===== src/rtl/irqmux_pkg.sv =====
package irqmux_pkg;
  localparam int unsigned MAX_CH    = 8;
  localparam int unsigned CH_IDX_W  = 3;
  localparam int unsigned STRIDE_LSB = 6;   // 0x40-byte bank stride
  localparam logic [5:0]  OFS_ENABLE  = 6'h10;
  localparam logic [5:0]  OFS_PENDING = 6'h20;
  localparam int unsigned MAP_TOP_LSB = STRIDE_LSB + CH_IDX_W;

  typedef enum logic [1:0] {
    KIND_NONE    = 2'd0,
    KIND_ENABLE  = 2'd1,
    KIND_PENDING = 2'd2
  } reg_kind_e;
endpackage


===== src/rtl/irqmux_decode.sv =====
module irqmux_decode
  import irqmux_pkg::*;
#(
  parameter int unsigned NUM_CH = 8,
  parameter int unsigned ADDR_W = 12
) (
  input  logic [ADDR_W-1:0]   addr,
  output reg_kind_e           kind,
  output logic [CH_IDX_W-1:0] ch
);
  logic [5:0] ofs;
  logic       upper_clear;
  logic       ch_exists;

  assign ofs = addr[STRIDE_LSB-1:0];
  assign ch  = addr[MAP_TOP_LSB-1:STRIDE_LSB];

  generate
    if (ADDR_W > MAP_TOP_LSB) begin : g_upper
      assign upper_clear = (addr[ADDR_W-1:MAP_TOP_LSB] == '0);
    end else begin : g_no_upper
      assign upper_clear = 1'b1;
    end
  endgenerate

  assign ch_exists = ({1'b0, ch} < (CH_IDX_W+1)'(NUM_CH));

  always_comb begin
    kind = KIND_NONE;
    if (upper_clear && ch_exists) begin
      if (ofs == OFS_ENABLE)       kind = KIND_ENABLE;
      else if (ofs == OFS_PENDING) kind = KIND_PENDING;
    end
  end
endmodule


===== src/rtl/irqmux_channel.sv =====
module irqmux_channel #(
  parameter int unsigned NUM_SRC = 32
) (
  input  logic               clk,
  input  logic               rst_n,
  input  logic               en_wr,
  input  logic [NUM_SRC-1:0] wdata,
  input  logic [NUM_SRC-1:0] src,
  output logic [NUM_SRC-1:0] en_q,
  output logic [NUM_SRC-1:0] pend,
  output logic               irq_q
);
  logic [NUM_SRC-1:0] en_d;
  logic               irq_d;

  assign pend = src & en_q;

  always_comb begin
    en_d  = en_q;
    if (en_wr) en_d = wdata;
    irq_d = |pend;
  end

  always_ff @(posedge clk or negedge rst_n) begin
    if (!rst_n) begin
      en_q  <= '0;
      irq_q <= 1'b0;
    end else begin
      if (en_wr) en_q <= en_d;
      irq_q <= irq_d;
    end
  end
endmodule


===== src/rtl/irqmux_rdport.sv =====
module irqmux_rdport
  import irqmux_pkg::*;
#(
  parameter int unsigned NUM_CH  = 8,
  parameter int unsigned NUM_SRC = 32
) (
  input  logic                            clk,
  input  logic                            rst_n,
  input  logic                            rd_req,
  input  reg_kind_e                       kind,
  input  logic [CH_IDX_W-1:0]             ch,
  input  logic [NUM_CH-1:0][NUM_SRC-1:0]  en_all,
  input  logic [NUM_CH-1:0][NUM_SRC-1:0]  pend_all,
  output logic [NUM_SRC-1:0]              rdata_q,
  output logic                            rvalid_q
);
  logic [NUM_SRC-1:0] rdata_d;

  always_comb begin
    rdata_d = '0;
    for (int i = 0; i < NUM_CH; i++) begin
      if (ch == CH_IDX_W'(i)) begin
        if (kind == KIND_ENABLE)  rdata_d = en_all[i];
        if (kind == KIND_PENDING) rdata_d = pend_all[i];
      end
    end
  end

  always_ff @(posedge clk or negedge rst_n) begin
    if (!rst_n) begin
      rdata_q  <= '0;
      rvalid_q <= 1'b0;
    end else begin
      rvalid_q <= rd_req;
      if (rd_req) rdata_q <= rdata_d;
    end
  end
endmodule


===== src/rtl/irq_fanout_mux.sv =====
module irq_fanout_mux
  import irqmux_pkg::*;
#(
  parameter int unsigned NUM_CH  = 8,
  parameter int unsigned NUM_SRC = 32,
  parameter int unsigned ADDR_W  = 12
) (
  input  logic               clk,
  input  logic               rst_n,
  input  logic [NUM_SRC-1:0] src_irq,
  input  logic               bus_req,
  input  logic               bus_we,
  input  logic [ADDR_W-1:0]  bus_addr,
  input  logic [NUM_SRC-1:0] bus_wdata,
  output logic [NUM_SRC-1:0] bus_rdata,
  output logic               bus_rvalid,
  output logic [NUM_CH-1:0]  chan_irq
);
  logic [1:0]                     rst_pipe;
  logic                           rst_sync_n;
  reg_kind_e                      kind;
  logic [CH_IDX_W-1:0]            ch;
  logic [NUM_CH-1:0][NUM_SRC-1:0] en_all;
  logic [NUM_CH-1:0][NUM_SRC-1:0] pend_all;

  // asynchronous assertion, synchronous release
  always_ff @(posedge clk or negedge rst_n) begin
    if (!rst_n) rst_pipe <= 2'b00;
    else        rst_pipe <= {rst_pipe[0], 1'b1};
  end
  assign rst_sync_n = rst_pipe[1];

  irqmux_decode #(.NUM_CH(NUM_CH), .ADDR_W(ADDR_W)) u_decode (
    .addr (bus_addr),
    .kind (kind),
    .ch   (ch)
  );

  generate
    for (genvar n = 0; n < NUM_CH; n++) begin : g_ch
      logic wr_hit;
      assign wr_hit = bus_req && bus_we && (kind == KIND_ENABLE) && (ch == CH_IDX_W'(n));
      irqmux_channel #(.NUM_SRC(NUM_SRC)) u_channel (
        .clk   (clk),
        .rst_n (rst_sync_n),
        .en_wr (wr_hit),
        .wdata (bus_wdata),
        .src   (src_irq),
        .en_q  (en_all[n]),
        .pend  (pend_all[n]),
        .irq_q (chan_irq[n])
      );
    end
  endgenerate

  irqmux_rdport #(.NUM_CH(NUM_CH), .NUM_SRC(NUM_SRC)) u_rdport (
    .clk      (clk),
    .rst_n    (rst_sync_n),
    .rd_req   (bus_req && !bus_we),
    .kind     (kind),
    .ch       (ch),
    .en_all   (en_all),
    .pend_all (pend_all),
    .rdata_q  (bus_rdata),
    .rvalid_q (bus_rvalid)
  );
endmodule


===== config.mk =====
export PLATFORM = sky130hd
export DESIGN_NAME = irq_fanout_mux
export DESIGN_NICKNAME = d
export VERILOG_FILES = /design/src/rtl/irqmux_pkg.sv /design/src/rtl/irqmux_decode.sv /design/src/rtl/irqmux_channel.sv /design/src/rtl/irqmux_rdport.sv /design/src/rtl/irq_fanout_mux.sv
export SDC_FILE = /design/constraint.sdc
export NUM_CORES = 1
export LEC_CHECK = 0
export BUFFER_PORTS_ARGS = -buffer_cell sky130_fd_sc_hd__buf_4
export CORE_UTILIZATION = 25
export DETAILED_ROUTE_END_ITERATION = 6
export GPL_TIMING_DRIVEN = 0
export PLACE_DENSITY = 0.46
export SLEW_MARGIN = 20
export SYNTH_ARGS = -nofsm -noshare
export SYNTH_HDL_FRONTEND = slang
export SYNTH_HIERARCHICAL = 1
export SYNTH_SLANG_ARGS = --single-unit

===== constraint.sdc =====
create_clock -name clk -period 18.97 [get_ports clk]
set_input_delay 1.897 -clock clk [delete_from_list [all_inputs] [get_ports clk]]
set_output_delay 1.897 -clock clk [all_outputs]
set_load 0.005 [all_outputs]

# After elaboration in Yosys (flattened, before gate mapping)
# Index checks and enable logic that the tools add are counted.
# classes
mux	27
n_reduce_logical	22
bitwise	8
eq_ne	11
# op_table
op	count
$mux W32	24
$and A32 B32 Y32	8
$reduce_or A32 Y1	8
$eq A3 B3 Y1 const B	4
$logic_and A1 B1 Y1	11
$eq A3 B2 Y1 const B	2
$eq A6 B5 Y1 const B	1
$eq A6 B6 Y1 const B	1
$logic_not A3 Y1	2
$mux W2	3
$eq A3 B1 Y1 const B	1
$eq A2 B1 Y1 const B	1
$eq A2 B2 Y1 const B	1
$logic_not A1 Y1	1
# totals
register_bits	299
output_inout_bits	41
in_bits	80

# Depth between registers and ports, before layout
# Gate-level depths: netlist (run 1).
# logic_depth
word_depth	29
mapped_depth	10
depth_no_buf	7

# Modules after synthesis
# The synthesis (run 1) kept the hierarchy.
# modules_own_cells
module	cells_each	n_inst	area_per_inst_um2
irqmux_channel	114	8	1498.9
irqmux_rdport	708	1	5370.2
irq_fanout_mux	16	1	166.4
irqmux_decode	8	1	65.1

# Least setup slack after synthesis (run 1)
# No wires, ideal clock.
# synth_path
path_kind	in2reg
from	input port bus_addr[9]
to	register u_rdport.rdata_q[4]
setup_ns	0.131
cell_stages	10
arrival_ns	4.451
path_buffers	3
setup_slack_ns	14.388
cell_sequence	or4_4 > nor4_1 > nor2b_1 > buf_6 > buf_6 > buf_6 > mux2i_1 > o21ai_1 > a2111oi_1 > nor2_1
# synth_between
elab_chain_cells	27
word_cells_on_any_way	28
cone_classes	eq/ne: 2; mux: 25; reduce/logical: 1
# synth_rtl
element	line	text
start, declared	irq_fanout_mux.sv:13	input logic [ADDR_W-1:0] bus_addr,
$logic_not A3 Y1 *	irqmux_decode.sv:20	assign upper_clear = (addr[ADDR_W-1:MAP_TOP_LSB] == '0);
$mux W2 *	irqmux_decode.sv:30	if (upper_clear && ch_exists) begin
net kind[1]	irq_fanout_mux.sv:21	reg_kind_e kind;
$eq A2 B1 Y1	irqmux_rdport.sv:23	if (kind == KIND_ENABLE) rdata_d = en_all[i];
$mux W32	irqmux_rdport.sv:23	
$mux W32	irqmux_rdport.sv:24	if (kind == KIND_PENDING) rdata_d = pend_all[i];
$mux W32	irqmux_rdport.sv:22	if (ch == CH_IDX_W'(i)) begin
$mux W32	irqmux_rdport.sv:23	
[... 12 more ...]	--	
$mux W32	irqmux_rdport.sv:24	
$mux W32	irqmux_rdport.sv:22	
$mux W32	irqmux_rdport.sv:23	
$mux W32	irqmux_rdport.sv:24	
$mux W32	irqmux_rdport.sv:22	
$mux W32	irqmux_rdport.sv:23	
$mux W32	irqmux_rdport.sv:24	
$mux W32 *	irqmux_rdport.sv:22	
end signal, assigned	irqmux_rdport.sv:35	if (rd_req) rdata_q <= rdata_d;
end, declared	irqmux_rdport.sv:14	output logic [NUM_SRC-1:0] rdata_q,
# Mark *: on every way through the listed nets, which the timed path passes. The rest lies on a longest branch.
# A chain may end at the register's enable or synchronous reset.

# Worst setup path after layout (run 1)
# layout_path
from	input port bus_addr[9]
to	register g_ch[5].u_channel.en_q[1]
# layout_between
elab_chain_cells	5
# layout_rtl
element	line	text
$logic_not A3 Y1	irqmux_decode.sv:20	
$mux W2	irqmux_decode.sv:30	
net kind[0]	irq_fanout_mux.sv:21	
$eq A2 B1 Y1	irq_fanout_mux.sv:42	assign wr_hit = bus_req && bus_we && (kind == KIND_ENABLE) && (ch == CH_IDX_W'(n));
$logic_and A1 B1 Y1 (2 in series)	irq_fanout_mux.sv:42	
net g_ch[5].wr_hit	irq_fanout_mux.sv:41	logic wr_hit;
end signal, assigned	irqmux_channel.sv:29	if (en_wr) en_q <= en_d;
end, declared	irqmux_channel.sv:9	output logic [NUM_SRC-1:0] en_q,
# The timed path passes the listed nets, and every way through them passes these cells.

==> impl_metrics.json, run 1 <==
{
  "yosysWarningCount": 6,
  "ctsLongestPathBuffers": 3,
  "drive_gt1_share_pct": 29.1,
  "hold_viol": 0,
  "min_path_type": "reg2async",
  "clk_pin_slew_ps": 60,
  "start_util_pct": 25.5,
  "cts_root_buf": "clkbuf_16",
  "yosys_register_bits": 299,
  "synth_nets": 1724,
  "cts_resized": 0,
  "p_leak_nw": 9.39,
  "grt_pass1_wl_um": 111000,
  "globalRouteMet3Util_pct": 4.61,
  "postCtsHoldBufs": 0,
  "post_cts_buffers": 0,
  "use_met1_pct": 29.4,
  "die_x_um": 267,
  "htreeDepth": 2,
  "track_usage_pct": 21.8,
  "drc_errors": 0,
  "cts_tree": "done",
  "grt_busiest_layer": "met2",
  "avgSynthCellArea_um2": 10.7,
  "ir_drop_uv": 49.9,
  "area_delta_synth_final_pct": 20.2,
  "wirelength_um": 77500,
  "place_inst": 2698,
  "seq_area_frac_synth_pct": 42.5,
  "worstPathMaxFanout": 10,
  "synthDistinctLibCells": 52,
  "synth-simple-area-share_pct": 17.6,
  "cap_viol_max_count": 0,
  "drv_slew": 0,
  "core-area_um2": 69100,
  "synthMuxAreaShare_pct": 18.3,
  "layout_commonest_cell": "dfrtp_1",
  "rsz0062_at_grt": "false",
  "vias": 15200,
  "via_per_inst": 5.47,
  "fmax_mhz": 192,
  "grt_pass1_vias": 15100,
  "cp.arrival_ps": 5650,
  "min_period_over_period_pct": 27.4,
  "gp_congestion": 0.978,
  "finalSetupTns_ps": 0,
  "num-nets-final": 1888,
  "synth_flop_cell": "dfrtp_1",
  "grt_max_degree": 54,
  "grt_use_met2_pct": 33.4,
  "ys_async_sr_fraction_pct": 100,
  "rows": 96,
  "synthAdderAreaFrac_pct": 0,
  "status": "complete, no violations",
  "power_mw": 1.55,
  "insertion_delay_ps": 580,
  "synth_edf_count": 0,
  "die_area_um2": 71400,
  "io_pins": 121,
  "synth_top_family_by_area": "multiplexers",
  "dp_hpwl_um": 56200,
  "die_y_um": 267,
  "setup_viol": 0,
  "tightestPinTransition_ps": 1060,
  "port_buffers": 117,
  "drt_pass1_iterations": 6,
  "worstPathRequired_ps": 19420,
  "synth-compound-area-share_pct": 17.5,
  "power.density_nw_per_um2": 73.5,
  "relSlewSlack_pct": 29.2,
  "antenna_found_initial": 4,
  "final.setup_skew_ps": 24.1,
  "overflow": 0,
  "path_class": "in2reg",
  "synthesis.area_um2": 17600,
  "layout_common_cells": "dfrtp_1 (298), and2_1 (240), mux2_2 (200)",
  "cts_made_buffers": 39,
  "syn_inst": 1644,
  "period_minus_slack_ps": 5200,
  "ant_nets": 0,
  "synthXorXnorAreaFrac_pct": 0,
  "stdcell_count": 2770,
  "drt_iter0_markers": 1481,
  "cp-end-kind": "flip-flop",
  "cts.sinks": 299,
  "cp-start-kind": "primary input",
  "drt-wirelength-per-cell_um": 28.0
}
[sequential cells by signal (all words and copies together) (netlist names)]
| signal | flops |
|---|---|
| g_ch.u_channel/en_q | 256 |
| u_rdport/rdata_q | 32 |
| rst_pipe | 2 |
| u_rdport/rvalid_q | 1 |
| g_ch.u_channel/irq_q | 8 |
[stage by stage]
stage	setup slack (ps)	area, um2	utilization, %	hold slack, ps
floorplan	10020	17600	-	331
global placement	5620	19600	28.4	336
detailed placement	13290	19800	28.7	173
CTS	13890	21200	30.6	177
global route	13740	21200	30.6	183
finish	13770	21200	30.6	172
[critical path, cell delays in order]
cell and delay (ps):
buf_4 110, or4_4 540, nor4b_2 770, nand4b_4 330, nor3_1 250, clkbuf_1 480
buf_1 840, mux2_2 420
[power by group]
part           internal (mW)  total (mW)  leakage, nW  switching (mW)
logic                 0.0444       0.124         4.61          0.0792
clock network          0.464       0.774        0.670           0.310
registers              0.649       0.656         4.10         0.00730
total                   1.16        1.55         9.39           0.396
[routing by layer]
layer  wire [um]  part of all wire [%]
met2       34200                    44
met4        3390                   4.4
met3        6210                   8.0
met1       33700                    43
met5          36                 0.046
[cell families (layout without fill, tap and decap cells)]
kind of cell    after synthesis  count (layout)
other cells                   1               2
compound gates              422             422
simple gates                497             497
buf+inv                     135             329
mux                         290             290
flops                       299             299
[synthesized netlist by cell type, types with 14 or more instances]
library cell | n | share of area (%)
nand3_1 | 33 | 0.94
and2_1 | 240 | 8.5
nor2_1 | 66 | 1.4
or2_2 | 24 | 0.85
buf_1 | 28 | 0.60
a21oi_1 | 68 | 1.9
o221ai_1 | 31 | 1.5
buf_6 | 14 | 0.90
dfrtp_1 | 299 | 43
o21ai_0 | 23 | 0.65
a22oi_1 | 185 | 7.9
mux2_2 | 200 | 13
o22ai_1 | 59 | 2.1
and2_4 | 16 | 0.80
a2111oi_2 | 24 | 2.0
clkbuf_1 | 34 | 0.73
or4_1 | 72 | 3.1
buf_2 | 45 | 1.3
mux2_1 | 56 | 3.6
mux2i_1 | 34 | 1.9
[layout make-up]
type	count	area, um2
well taps	931	1160
flip-flops and latches	299	7490
repair buffers	123	1040
clock inverters	16	195
fillers	7127	47900
diodes	1	2.50
multi-input cells	1210	9410
inverters	2	7.51
clock buffers	55	1150
plain buffers	133	703
[final timing paths]
path | start | to | slack [ps] | depth (start not counted)
min in group clk | rst_pipe[0] | rst_pipe[1] | 350 | 0
setup reg to reg | g_ch[3].u_channel/en_q[25] | g_ch[3].u_channel/irq_q | 16400 | 4
hold reg to reg | rst_pipe[1] | u_rdport/rdata_q[23] | 170 | 0
setup / recovery | bus_addr[9] | g_ch[5].u_channel/en_q[1] | 13770 | 8
max in group asynchronous | rst_pipe[1] | g_ch[0].u_channel/en_q[1] | 17000 | 5
hold / removal | rst_pipe[1] | u_rdport/rdata_q[23] | 170 | 0
Power figures use the tool's default switching activity.
==> run 2: changes to the inputs <==
- PLACE_DENSITY: 0.46 -> 0.47
- clock period: 18.97 -> 4.6 ns (I/O delays scaled with it)
==> run 2 against run 1 <==
Effect of this change: via count grew 1.6%; combinational power grew to 4.1 times the previous value; sequential share of layout area is essentially flat; clock power grew to 4.1 times the previous value; global-route usage shrank 0.19 points; register-to-register slack lost 14000 ps; largest power group unchanged; highest routed layer unchanged.
==> impl_metrics.json, run 2 (synthesis results as in run 1) <==
{
  "tightestPinTransition_ps": 1140,
  "finalSetupTns_ps": 0,
  "clk_pin_slew_ps": 50,
  "critPathLaunch": "bus_addr[9]",
  "die_x_um": 267,
  "rows": 96,
  "area_delta_synth_final_pct": 20.2,
  "worstPathRequired_ps": 5040,
  "cp-start-kind": "primary input",
  "ant_nets": 0,
  "largest_reg_flops": 256,
  "regMostFlops": "g_ch.u_channel/en_q",
  "drt_iter0_markers": 1639,
  "placed_area_um2": 19800,
  "layout_common_cells": "dfrtp_1 (298), and2_1 (240), mux2_2 (200)",
  "cap_viol_max_count": 0,
  "relSlewSlack_pct": 23.7,
  "drc_errors": 0,
  "holdCritStartpoint": "bus_wdata[4]",
  "cts_made_buffers": 39,
  "start_util_pct": 25.5,
  "worstPathMaxFanout": 10,
  "die_area_um2": 71400,
  "antenna_found_initial": 10,
  "rsz0062_at_grt": "false",
  "slowest_stage": "buf_1",
  "path_class": "in2reg",
  "htreeDepth": 2,
  "top_regs": "g_ch.u_channel/en_q x256, u_rdport/rdata_q x32, g_ch.u_channel/irq_q x8",
  "status": "complete, no violations",
  "drt_pass1_iterations": 5,
  "cts_root_buf": "clkbuf_16",
  "ctsLongestPathBuffers": 3,
  "cts_resized": 0,
  "min_period_over_period_pct": 83.4,
  "gp_congestion": 0.971,
  "dp_hpwl_um": 56100,
  "hold_viol": 0,
  "cts.sinks": 299,
  "grt_pass1_wl_um": 110000,
  "vias": 15400,
  "cts_tree": "done",
  "cp.arrival_ps": 4280,
  "via_per_inst": 5.56,
  "layout_commonest_cell": "dfrtp_1",
  "io_pins": 121,
  "fin_area_um2": 21100,
  "track_usage_pct": 21.6,
  "core-area_um2": 69100,
  "cp-end-kind": "flip-flop",
  "drv_slew": 0,
  "port_buffers": 117,
  "min_path_type": "in2reg",
  "insertion_delay_ps": 570,
  "fmax_mhz": 261,
  "drive_gt1_share_pct": 28.9,
  "final.setup_skew_ps": 14.2,
  "crit_path_cell_trace": "buf_4, or4_4, nor4b_2, nand4b_4, and4bb_2, clkbuf_1, buf_1, mux2_2",
  "ir_drop_uv": 280,
  "slowest_delay_ps": 900,
  "p_leak_nw": 9.37,
  "drt-wirelength-per-cell_um": 28.1,
  "reg2reg_from": "g_ch[3].u_channel/en_q[25]",
  "num-nets-final": 1890,
  "wirelength_um": 77800,
  "grt_pass1_vias": 15200,
  "overflow": 0,
  "setup_viol": 0,
  "period_minus_slack_ps": 3840,
  "die_y_um": 267,
  "grt_max_degree": 54,
  "power.density_nw_per_um2": 302
}
[run 2: worst max-delay path: cells and delay by family]
family	cells	cell delay, ps
buffers and inverters	3	1360
multiplexers	1	420
AND/OR/NAND/NOR	4	2030
[run 2: what timing repair did]
action / CTS / global route
endpoints found under the hold margin: 2 / 0
hold buffers: 1 / 0
setup buffers: 0 / 0
[run 2: where the power goes]
| part | internal [mW] | switching [mW] | leakage (nW) |
|---|---|---|---|
| registers | 2.68 | 0.0326 | 4.10 |
| clock network | 1.92 | 1.25 | 0.653 |
| logic | 0.183 | 0.326 | 4.62 |
| total | 4.78 | 1.60 | 9.37 |
[run 2: metal layers]
metal | global-route usage [%] | share of wire [%]
met5 | 0 | 0.084
met4 | 8.54 | 4.1
met3 | 4.41 | 8.4
met2 | 33.9 | 45
met1 | 28.8 | 43
[run 2: cell type report]
cell class | count | area, um2
repair buffers | 125 | 1050
flip-flops and latches | 299 | 7490
inverters | 2 | 7.51
well taps | 931 | 1160
plain buffers | 133 | 703
fillers | 7129 | 47900
clock buffers | 61 | 1210
diodes | 1 | 2.50
clock inverters | 9 | 113
multi-input cells | 1210 | 9410
[run 2: path summary, 6_finish.rpt]
kind / end / slack (ps) / cells after the start
setup / recovery: g_ch[3].u_channel/en_q[26] / 760 / 8
hold / removal: g_ch[6].u_channel/en_q[4] / 180 / 2
setup reg to reg: g_ch[3].u_channel/irq_q / 2040 / 4
hold reg to reg: u_rdport/rdata_q[20] / 280 / 0
max in group asynchronous: g_ch[4].u_channel/en_q[8] / 2640 / 5
min in group asynchronous: rst_pipe[0] / 210 / 2
[run 2: per-stage QoR]
stage               util [%]  std cells  hold slack (ps)  power (mW)  setup slack [ps]
floorplan                  -       1644              164        2.94              1460
global placement        28.4       2692              243        3.24               201
detailed placement      28.7       2699              246        3.27               243
CTS                     30.6       2770              157        6.47               840
global route            30.6       2770              172        6.60               632
finish                  30.6       2771              181        6.39               762
==> run 3: changes to the inputs <==
- ABC_AREA: unset -> 1
- PLACE_DENSITY: 0.47 -> 0.46
- clock period: 4.6 -> 3.85 ns (I/O delays scaled with it)
==> run 3 against run 2 <==
Effect of this change: the run now ends with DRC left; non-clock buffer count grew 8; cell area is 14% higher; clock power up 19%; sequential power is 19% higher; flip-flop and latch count is the same; sequential share of layout area fell by 4.4 points; clock skew up 12 ps; total power increased by 18%; core utilization decreased by 0.77 points; count of clock-buffer cells in the layout down 1; critical endpoint is now u_rdport/rdata_q[9].
==> impl_metrics.json, run 3 <==
{
  "seq_power_share_pct": 43.0,
  "violations": "DRC",
  "rows": 104,
  "cts_made_buffers": 39,
  "min_period_over_period_pct": 79.2,
  "insertion_delay_ps": 580,
  "vias": 17600,
  "largest_reg_flops": 256,
  "htreeDepth": 2,
  "p_comb_share_pct": 6.9,
  "netlist_top_cells_area": "dfrtp_1 (37%), nand2_1 (19%), mux2_4 (18%)",
  "grt_max_degree": 53,
  "path_class": "in2reg",
  "swShare_pct": 25.3,
  "grt_pass1_wl_um": 117000,
  "die_y_um": 288,
  "ir_drop_uv": 240,
  "yosysWarningCount": 6,
  "yosys.area.top_type": "dfrtp_1",
  "avgSynthCellArea_um2": 7.84,
  "drt_pass1_iterations": 7,
  "synth_edf_count": 0,
  "relSlewSlack_pct": 33.6,
  "synth_nets": 2691,
  "cp.arrival_ps": 3550,
  "place_inst": 3794,
  "syn_inst": 2611,
  "period_minus_slack_ps": 3050,
  "via_per_inst": 4.55,
  "cts_tree": "done",
  "placed_area_um2": 22800,
  "path_delay_family": "simple AND/OR/NAND/NOR gates",
  "slowest_stage": "nor3_1",
  "seq_area_frac_synth_pct": 36.6,
  "io_pins": 121,
  "ant_nets": 0,
  "synth.top_cell.area_share_pct": 36.6,
  "drv_slew": 0,
  "synth.most_common_cell": "nand2_1",
  "ff_latch_area_um2": 7490,
  "internal-power_mw": 5.61,
  "cp-end-kind": "flip-flop",
  "post_cts_buffers": 0,
  "setup_ws_ps": 803,
  "core-area_um2": 80800,
  "synth_common_cells": "nand2_1 (1,012), dfrtp_1 (299), inv_1 (268)",
  "track_usage_pct": 19.4,
  "p_switching_mw": 1.90,
  "ctsLongestPathBuffers": 3,
  "drt_iter0_markers": 1423,
  "cap_viol_max_count": 0,
  "gp_congestion": 0.856,
  "dp_hpwl_um": 57100,
  "rsz0062_at_grt": "false",
  "cp-start-kind": "primary input",
  "start_util_pct": 25.3,
  "synthesis.area_um2": 20500,
  "fmax_mhz": 328,
  "cts_root_buf": "clkbuf_16",
  "regMostFlops": "g_ch.u_channel/en_q",
  "overflow": 0,
  "p_clk_share_pct": 50.1,
  "critPathBufInv": 4,
  "clk_pin_slew_ps": 60,
  "num-nets-final": 2856,
  "cts_resized": 0,
  "die_area_um2": 83000,
  "final.setup_skew_ps": 26.3,
  "postCtsHoldBufs": 1,
  "synthDistinctLibCells": 30,
  "wirelength_um": 80200,
  "drc_errors": 9,
  "antenna_found_initial": 1,
  "slowest_delay_ps": 660,
  "multi_input_area_um2": 10800,
  "port_buffers": 117,
  "area_delta_synth_final_pct": 17.9,
  "p_leak_nw": 14.2,
  "die_x_um": 288,
  "nFillCells": 8588,
  "grt_pass1_vias": 16900,
  "drt-wirelength-per-cell_um": 20.7,
  "power_mw": 7.51,
  "synth_flop_cell": "dfrtp_1",
  "worstPathMaxFanout": 10,
  "power.density_nw_per_um2": 311,
  "ys_async_sr_fraction_pct": 100,
  "post-place-ws_ps": 338,
  "worstPathRequired_ps": 4350,
  "fin_area_um2": 24100,
  "layout_common_cells": "nand2_1 (1,012), dfrtp_1 (298), inv_1 (268)",
  "crit_path_cell_trace": "buf_4, nor2_1, nand2_1, nor3_1, buf_2, buf_4, clkbuf_1, nand3_1, nand2_1, nand2_1, nand3_1, nor2_1, nand4_1, nor2_1, nor2_1",
  "yosys_register_bits": 299,
  "layout_commonest_cell": "nand2_1",
  "drive_gt1_share_pct": 21.4,
  "hold_viol": 0,
  "stdcell_count": 3864,
  "tightestPinTransition_ps": 996,
  "top_regs": "g_ch.u_channel/en_q x256, u_rdport/rdata_q x32, g_ch.u_channel/irq_q x8",
  "crit_top_cell": "nor2_1",
  "status": "finished, violations left",
  "min_path_type": "in2reg",
  "cts.sinks": 299,
  "setup_viol": 0
}
run 3: changes by cell type in the layout (fill, tap and decap cells not counted), moves of 184 or more:
cell     previous run  this run
a22oi_1           185         0
and2_1            240         0
inv_1               2       268
mux2_2            200        16
mux2_4              0       240
nand2_1             6      1012
nand3_1            33       227
run 3: layout make-up:
class | instances | area share (%)
clock buffer | 60 | 4.88
multi-input combinational | 1892 | 44.8
antenna | 1 | 0.0104
clock inverter | 8 | 0.462
inverter | 278 | 4.33
tap | 1060 | 5.50
sequential | 299 | 31.0
buffer | 142 | 4.73
timing repair buffer | 124 | 4.31
run 3: power groups by stage:
stage	sequential [mW]	combinational [mW]	clock (mW)
after global placement	3.34	0.453	0
after floorplan	3.32	0.131	0
final	3.23	0.521	3.76
after detailed placement	3.29	0.534	0
after global routing	3.23	0.571	3.99
after CTS	3.23	0.535	3.88
run 3: final timing paths:
path	start	end	slack [ps]	cells past startpoint
worst min-delay path	bus_we	u_rdport/rvalid_q	40	2
worst max register to register	g_ch[1].u_channel/en_q[9]	u_rdport/rdata_q[9]	1860	10
worst max-delay path	bus_addr[10]	u_rdport/rdata_q[9]	800	15
min in group asynchronous	rst_n	rst_pipe[0]	140	2
max in group asynchronous	rst_pipe[1]	u_rdport/rdata_q[16]	2310	3
worst min register to register	rst_pipe[1]	g_ch[1].u_channel/en_q[4]	300	0
run 3: kinds of logic after synthesis:
family | share of synthesized area [%]
AO/OA/AOI/OAI | 3.43
buffers and inverters | 10.7
flip-flops | 36.6
multiplexers | 18.5
other | 0.0183
AND/OR/NAND/NOR | 30.8
run 3: per-layer routing:
| metal | GRT usage (%) | wire length [um] |
|---|---|---|
| met3 | 2.66 | 4840 |
| met1 | 27.4 | 37400 |
| met5 | 0 | 0 |
| met2 | 30.5 | 35800 |
| met4 | 5.58 | 2170 |
run 3: through the flow:
step	hold WS (ps)	utilization, %	TNS [ps]
2_1_floorplan	89.4	-	0
3_3_place_gp	169	28.1	-198860
3_5_place_dp	170	28.2	0
4_1_cts	10.9	29.8	0
5_1_grt	26.6	29.8	0
6_report	38.5	29.8	0
